$ cat config.mk
export PLATFORM = sky130hd
export DESIGN_NAME = desc_cache
export DESIGN_NICKNAME = d
export VERILOG_FILES = /design/src/rtl/dcache_pkg.sv /design/src/rtl/dcache_hash.sv /design/src/rtl/dcache_table.sv /design/src/rtl/dcache_ctrl.sv /design/src/rtl/desc_cache.sv
export SDC_FILE = /design/constraint.sdc
export NUM_CORES = 2
export LEC_CHECK = 0
export ABC_AREA = 0
export BUFFER_PORTS_ARGS = -buffer_cell sky130_fd_sc_hd__buf_2
export CAP_MARGIN = 30
export CORE_AREA = 2 2 330 332
export DETAILED_ROUTE_END_ITERATION = 7
export DIE_AREA = 0 0 332 334
export GPL_TIMING_DRIVEN = 0
export SLEW_MARGIN = 30
export SYNTH_ARGS = -nofsm -noshare
export SYNTH_HDL_FRONTEND = slang
export SYNTH_SLANG_ARGS = --single-unit
$ cat constraint.sdc
create_clock -name clk -period 16 [get_ports clk]
set_input_delay 3.2 -clock clk [delete_from_list [all_inputs] [get_ports clk]]
set_output_delay 3.2 -clock clk [all_outputs]
set_load 0.005 [all_outputs]
$ cat src/rtl/dcache_pkg.sv
package dcache_pkg;

    typedef enum logic [1:0] {
        ST_IDLE  = 2'd0,
        ST_CHECK = 2'd1,
        ST_FILL  = 2'd2
    } dc_state_e;

    // fewest key bits any index bit folds together
    function automatic int min_fold(input int key_w, input int idx_w);
        return key_w / idx_w;
    endfunction

endpackage

$ cat src/rtl/dcache_hash.sv
module dcache_hash
    import dcache_pkg::*;
#(
    parameter int KEY_W = 20,
    parameter int IDX_W = 4
) (
    input  logic [KEY_W-1:0] key,
    output logic [IDX_W-1:0] idx
);

    localparam int FOLD = min_fold(KEY_W, IDX_W);

    if (FOLD < 3) begin : g_bad_width
        $error("dcache_hash: key too narrow for three-bit folding");
    end

    for (genvar i = 0; i < IDX_W; i++) begin : g_bit
        logic acc;
        always_comb begin
            acc = 1'b0;
            for (int j = i; j < KEY_W; j += IDX_W) begin
                acc = acc ^ key[j];
            end
        end
        assign idx[i] = acc;
    end

endmodule

$ cat src/rtl/dcache_table.sv
module dcache_table #(
    parameter int KEY_W  = 20,
    parameter int DESC_W = 32,
    parameter int IDX_W  = 4
) (
    input  logic              clk,
    input  logic              rst,
    input  logic [IDX_W-1:0]  rd_idx,
    output logic              rd_valid,
    output logic [KEY_W-1:0]  rd_tag,
    output logic [DESC_W-1:0] rd_desc,
    input  logic              inv_all,
    input  logic              inv_one,
    input  logic [IDX_W-1:0]  inv_idx,
    input  logic [KEY_W-1:0]  inv_key,
    input  logic              upd_valid,
    input  logic [IDX_W-1:0]  upd_idx,
    input  logic [KEY_W-1:0]  upd_key,
    input  logic [DESC_W-1:0] upd_desc,
    input  logic              fill_we,
    input  logic [IDX_W-1:0]  fill_idx,
    input  logic [KEY_W-1:0]  fill_key,
    input  logic [DESC_W-1:0] fill_desc
);

    localparam int SLOTS = 1 << IDX_W;

    logic [SLOTS-1:0]  valid_q;
    logic [KEY_W-1:0]  tag_q  [SLOTS];
    logic [DESC_W-1:0] desc_q [SLOTS];

    logic inv_hit;
    logic upd_hit;

    assign inv_hit = inv_one && valid_q[inv_idx] && (tag_q[inv_idx] == inv_key);
    assign upd_hit = upd_valid && valid_q[upd_idx] && (tag_q[upd_idx] == upd_key);

    // valid bits: flush, then single clear, then refill wins
    always_ff @(posedge clk) begin
        if (rst) begin
            valid_q <= '0;
        end else begin
            if (inv_all) begin
                valid_q <= '0;
            end
            if (inv_hit) begin
                valid_q[inv_idx] <= 1'b0;
            end
            if (fill_we) begin
                valid_q[fill_idx] <= 1'b1;
            end
        end
    end

    always_ff @(posedge clk) begin
        if (upd_hit) begin
            desc_q[upd_idx] <= upd_desc;
        end
        if (fill_we) begin
            tag_q[fill_idx]  <= fill_key;
            desc_q[fill_idx] <= fill_desc;
        end
    end

    assign rd_valid = valid_q[rd_idx];
    assign rd_tag   = tag_q[rd_idx];
    assign rd_desc  = desc_q[rd_idx];

    a_r7_flush_clears: assert property (@(posedge clk) disable iff (rst)
        (inv_all && !fill_we) |=> (valid_q == '0));

    a_r8_single_clear: assert property (@(posedge clk) disable iff (rst)
        (inv_hit && !(fill_we && fill_idx == inv_idx)) |=> !valid_q[$past(inv_idx)]);

    a_r9_write_through: assert property (@(posedge clk) disable iff (rst)
        (upd_hit && !(fill_we && fill_idx == upd_idx)) |=> (desc_q[$past(upd_idx)] == $past(upd_desc)));

    a_r5_fill_sets_valid: assert property (@(posedge clk) disable iff (rst)
        fill_we |=> valid_q[$past(fill_idx)]);

endmodule

$ cat src/rtl/dcache_ctrl.sv
module dcache_ctrl
    import dcache_pkg::*;
#(
    parameter int KEY_W = 20
) (
    input  logic             clk,
    input  logic             rst,
    input  logic             lk_valid,
    input  logic [KEY_W-1:0] lk_key,
    input  logic             slot_match,
    input  logic             fill_ack,
    output logic             lk_hit,
    output logic             lk_stall,
    output logic             fill_req,
    output logic             fill_we,
    output logic [KEY_W-1:0] pend_key
);

    dc_state_e st_q, st_n;
    logic      accept;

    always_comb begin
        lk_hit   = (st_q == ST_CHECK) && slot_match;
        lk_stall = ((st_q == ST_CHECK) && !slot_match) || (st_q == ST_FILL);
        fill_req = lk_stall;
        fill_we  = fill_req && fill_ack;
        accept   = lk_valid && !lk_stall;
    end

    always_comb begin
        st_n = st_q;
        unique case (st_q)
            ST_IDLE:  st_n = accept ? ST_CHECK : ST_IDLE;
            ST_CHECK: begin
                if (slot_match) st_n = accept ? ST_CHECK : ST_IDLE;
                else            st_n = fill_ack ? ST_CHECK : ST_FILL;
            end
            ST_FILL:  st_n = fill_ack ? ST_CHECK : ST_FILL;
            default:  st_n = ST_IDLE;
        endcase
    end

    always_ff @(posedge clk) begin
        if (rst) begin
            st_q     <= ST_IDLE;
            pend_key <= '0;
        end else begin
            st_q <= st_n;
            if (accept) begin
                pend_key <= lk_key;
            end
        end
    end

    a_r6_key_held: assert property (@(posedge clk) disable iff (rst)
        lk_stall |=> $stable(pend_key));

    a_r3_hit_has_cause: assert property (@(posedge clk) disable iff (rst)
        lk_hit |-> ($past(accept) || $past(fill_we)));

endmodule

$ cat src/rtl/desc_cache.sv
module desc_cache
    import dcache_pkg::*;
#(
    parameter int KEY_W  = 20,
    parameter int DESC_W = 32,
    parameter int IDX_W  = 4
) (
    input  logic              clk,
    input  logic              rst,
    input  logic              lk_valid,
    input  logic [KEY_W-1:0]  lk_key,
    output logic              lk_hit,
    output logic [DESC_W-1:0] lk_desc,
    output logic              lk_stall,
    output logic              fill_req,
    output logic [KEY_W-1:0]  fill_key,
    input  logic              fill_ack,
    input  logic [DESC_W-1:0] fill_desc,
    input  logic              inv_all,
    input  logic              inv_one,
    input  logic [KEY_W-1:0]  inv_key,
    input  logic              upd_valid,
    input  logic [KEY_W-1:0]  upd_key,
    input  logic [DESC_W-1:0] upd_desc
);

    logic [KEY_W-1:0]  pend_key;
    logic [IDX_W-1:0]  pend_idx, inv_idx, upd_idx;
    logic              slot_valid, slot_match, fill_we;
    logic [KEY_W-1:0]  slot_tag;
    logic [DESC_W-1:0] slot_desc;

    dcache_hash #(.KEY_W(KEY_W), .IDX_W(IDX_W)) u_hash_pend (.key(pend_key), .idx(pend_idx));
    dcache_hash #(.KEY_W(KEY_W), .IDX_W(IDX_W)) u_hash_inv  (.key(inv_key),  .idx(inv_idx));
    dcache_hash #(.KEY_W(KEY_W), .IDX_W(IDX_W)) u_hash_upd  (.key(upd_key),  .idx(upd_idx));

    dcache_table #(.KEY_W(KEY_W), .DESC_W(DESC_W), .IDX_W(IDX_W)) u_table (
        .clk       (clk),
        .rst       (rst),
        .rd_idx    (pend_idx),
        .rd_valid  (slot_valid),
        .rd_tag    (slot_tag),
        .rd_desc   (slot_desc),
        .inv_all   (inv_all),
        .inv_one   (inv_one),
        .inv_idx   (inv_idx),
        .inv_key   (inv_key),
        .upd_valid (upd_valid),
        .upd_idx   (upd_idx),
        .upd_key   (upd_key),
        .upd_desc  (upd_desc),
        .fill_we   (fill_we),
        .fill_idx  (pend_idx),
        .fill_key  (pend_key),
        .fill_desc (fill_desc)
    );

    assign slot_match = slot_valid && (slot_tag == pend_key);

    dcache_ctrl #(.KEY_W(KEY_W)) u_ctrl (
        .clk        (clk),
        .rst        (rst),
        .lk_valid   (lk_valid),
        .lk_key     (lk_key),
        .slot_match (slot_match),
        .fill_ack   (fill_ack),
        .lk_hit     (lk_hit),
        .lk_stall   (lk_stall),
        .fill_req   (fill_req),
        .fill_we    (fill_we),
        .pend_key   (pend_key)
    );

    assign lk_desc  = slot_desc;
    assign fill_key = pend_key;

    a_r3_hit_xor_stall: assert property (@(posedge clk) disable iff (rst)
        !(lk_hit && lk_stall));

    a_r4_refill_hold: assert property (@(posedge clk) disable iff (rst)
        (fill_req && !fill_ack) |=> (fill_req && lk_stall && $stable(fill_key)));

    a_r5_fill_returns: assert property (@(posedge clk) disable iff (rst)
        (fill_req && fill_ack) |=> (lk_hit && !lk_stall && lk_desc == $past(fill_desc)));

endmodule

==> out/results.ini <==
[cts]
h-tree-depth=3
cts_root_buf=clkbuf_16
clk_pin_slew_ps=60
hold_buffers=0
worstSkewPairLatency_ps=730
cts_resized=0
clock_sinks=870
cts_tree=done
cts_buffers=102
cts_buffer_depth=3
cts_setup_buffers=0

[detailed_routing]
first_iter_violations=4576
wl_per_cell_um=35.4
drt_drc_violations_left=0
dr.pass1.iters=6
wirelength_um=184000
num_vias=33701
drtAntennaViolNets=0
via_per_inst=6.47

[yosys]
async_reset_ff_frac=0
synth-seq-area-share=0.537
synthFlopType=edfxtp_1
synth_top_area_cell=edfxtp_1
synthTopCellsByArea=edfxtp_1 52%, mux4_2 11%, mux2_2 10%, mux2i_1 5.2%, nand2_1 3.1%
synth_area_um2=48000
synthDistinctLibCells=78
yosys_warnings=0
syn_nets=3502
ys_seq_elements=870
synth_edf_count=832
netlist_instances=3371
synth_area_per_cell_um2=14.2
synth_top_area_share=0.521

[sta]
max_clock_freq_ghz=0.0939
worst_pin_slew_ps=1130
fin_crit_sh=0.665
rsz0062_at_grt=no
tns_ps=0
fin_skew_ps=68.0
finalCriticalPeriod_ps=10650
setup_viol=0
slew_viol_final=0
hold_viol_final=0
relSlewSlack=0.246

[cells_and_area]
fin_area_um2=55600
post_layout_nonfiller_instances=5206
final_core_util=0.516
area_growth_pct=15.9
drive_gt1_frac=0.345
nNetsFinal=3835

[status]
outcome=completed

[floorplanning]
die-height_um=334
pin_count=186
core-area_um2=108000
initial_core_util=0.445
dieArea_um2=111000
dieWidth_um=332
rows=121

[critical_path]
crit_path_top_delay_cell=dfxtp_1
worstPathRequired_ps=12800
arrival_ps=7450
worstSetupStartpointType=flop
worstPathCellList=buf_2 > xnor3_1 > xnor2_2 > buf_4 > buf_2 > buf_1 > nand2_1 > nand3_1 > o211ai_1 > xor2_1 > nand4_1 > or3_1 > a211o_1 > a21oi_1 > inv_1 > buf_4 > buf_2
path_max_fanout=18
critPathMaxStageDelay_ps=900
crit_top_cell=buf_2
rrSetupSlack_ps=8550
crit_path_end_kind=output port
worst-setup-path-type=reg2out

[place]
placed_cells=5014
place_area_um2=52200
portBuffers=175
hpwlAfterDp_um=132000
gp_congestion=1.00

[global_route]
grt_usage=0.327
grt_pass1_wl_um=254000
grt_max_degree=19
grt_pass1_vias=33345
grt-ovfl-total=0
antenna_found_initial=16

[flow_run]
max_cap_viol_count=0

[power_and_ir_drop]
ir_worst_vdd_v=0.000105
powerDensity_nw_per_um2=159
cellLeakagePower_nw=19.7

[min_path]
hold_class=reg2reg

==> critical path, delay by kind of cell (launching register included) <==
kind                   cells  cell delay, ps
AO/OA/AOI/OAI              3            1230
AND/OR/NAND/NOR            4             960
flip-flops                 1             900
buffers and inverters      7            2500
XOR/XNOR                   3            1110
==> logic make-up after synthesis <==
kind of cell | count (synthesis) | share of synthesized area
flops | 870 | 0.537
mux | 1003 | 0.284
compound gates | 327 | 0.0482
buf+inv | 331 | 0.0330
simple gates | 687 | 0.0658
xor+xnor | 153 | 0.0318
==> cell usage after synthesis (13+ instances only) <==
cell type	instances
buf_2	73
buf_1	19
and2_1	13
edfxtp_1	832
xor2_1	80
nor2_1	48
nand4_1	23
nand2_2	13
a32oi_1	47
dfxtp_1	38
mux2_1	75
and3_1	47
mux4_2	236
a31oi_1	42
o22ai_1	22
clkbuf_1	156
mux2i_1	247
inv_1	23
nand3_1	80
a21oi_1	80
nand2_1	396
buf_4	52
xnor2_1	58
o21ai_1	19
mux2_2	445
o21ai_0	23
nor2b_1	18
o221a_2	18
a211oi_1	19
==> power by group <==
group | total [W] | switching [W] | internal [W] | leakage, nW
registers | 0.00276 | 0.0000817 | 0.00267 | 7.82
logic | 0.00367 | 0.00233 | 0.00133 | 10.2
clock network | 0.00241 | 0.00100 | 0.00141 | 1.66
total | 0.00884 | 0.00342 | 0.00542 | 19.7
==> sequential cells by signal (all words and copies together), names as in the netlist <==
signal and flops:
u_table.desc_q 512, u_ctrl.pend_key 20, u_table.valid_q 16, u_ctrl.st_q 2, u_table.tag_q 320
==> cell type report <==
cell class              instances  area [um^2]
fillers                      9294        52200
flip-flops and latches        870        25700
multi-input cells            2170        20900
clock buffers                 131         2720
repair buffers                229         2190
well taps                    1414         1770
plain buffers                 308         1520
clock inverters                56          691
inverters                      23         86.3
diodes                          5         12.5
==> per-stage QoR <==
step                power (W)  worst slack, ps  hold WS (ps)
finish                0.00884             5350           632
global placement      0.00630              510           611
CTS                   0.00877             5710           626
global route          0.00904             5410           663
floorplan             0.00489             6820           580
detailed placement    0.00638             6150           616
==> metal layers <==
metal	GRT usage	wire length (um)	part of all wire
met1	0.409	68300	0.37
met2	0.527	86200	0.47
met3	0.0720	17400	0.095
met5	0	120	0.00065
met4	0.182	12000	0.065
==> placed cells by master (no fill, tap or decap), types with 16 or more instances in the layout <==
master / count
a211oi_1: 19
xor2_1: 79
nor2b_1: 18
clkbuf_16: 103
mux2_2: 445
o21ai_4: 16
nand4_1: 23
buf_2: 254
buf_16: 36
and3_1: 47
o22ai_1: 22
inv_2: 16
a31oi_1: 42
o21ai_1: 17
nand3_1: 80
xnor2_1: 55
a32oi_1: 47
clkinv_1: 20
mux2i_1: 247
a21oi_1: 80
mux4_2: 236
buf_4: 52
nor2_1: 41
clkbuf_1: 163
mux2_1: 75
o221a_2: 18
dfxtp_1: 38
edfxtp_1: 832
clkbuf_2: 19
nand2_1: 396
==> path summary, 6_finish.rpt <==
check                                         from                    end  cells after the start
worst max-delay path            u_ctrl.pend_key[1]               lk_stall                     17
worst min-delay path            u_table.valid_q[0]     u_table.valid_q[0]                      3
worst min register to register  u_table.valid_q[0]     u_table.valid_q[0]                      3
worst max register to register  u_ctrl.pend_key[1]  u_table.desc_q[13][5]                     18
Power figures use the tool's default switching activity.
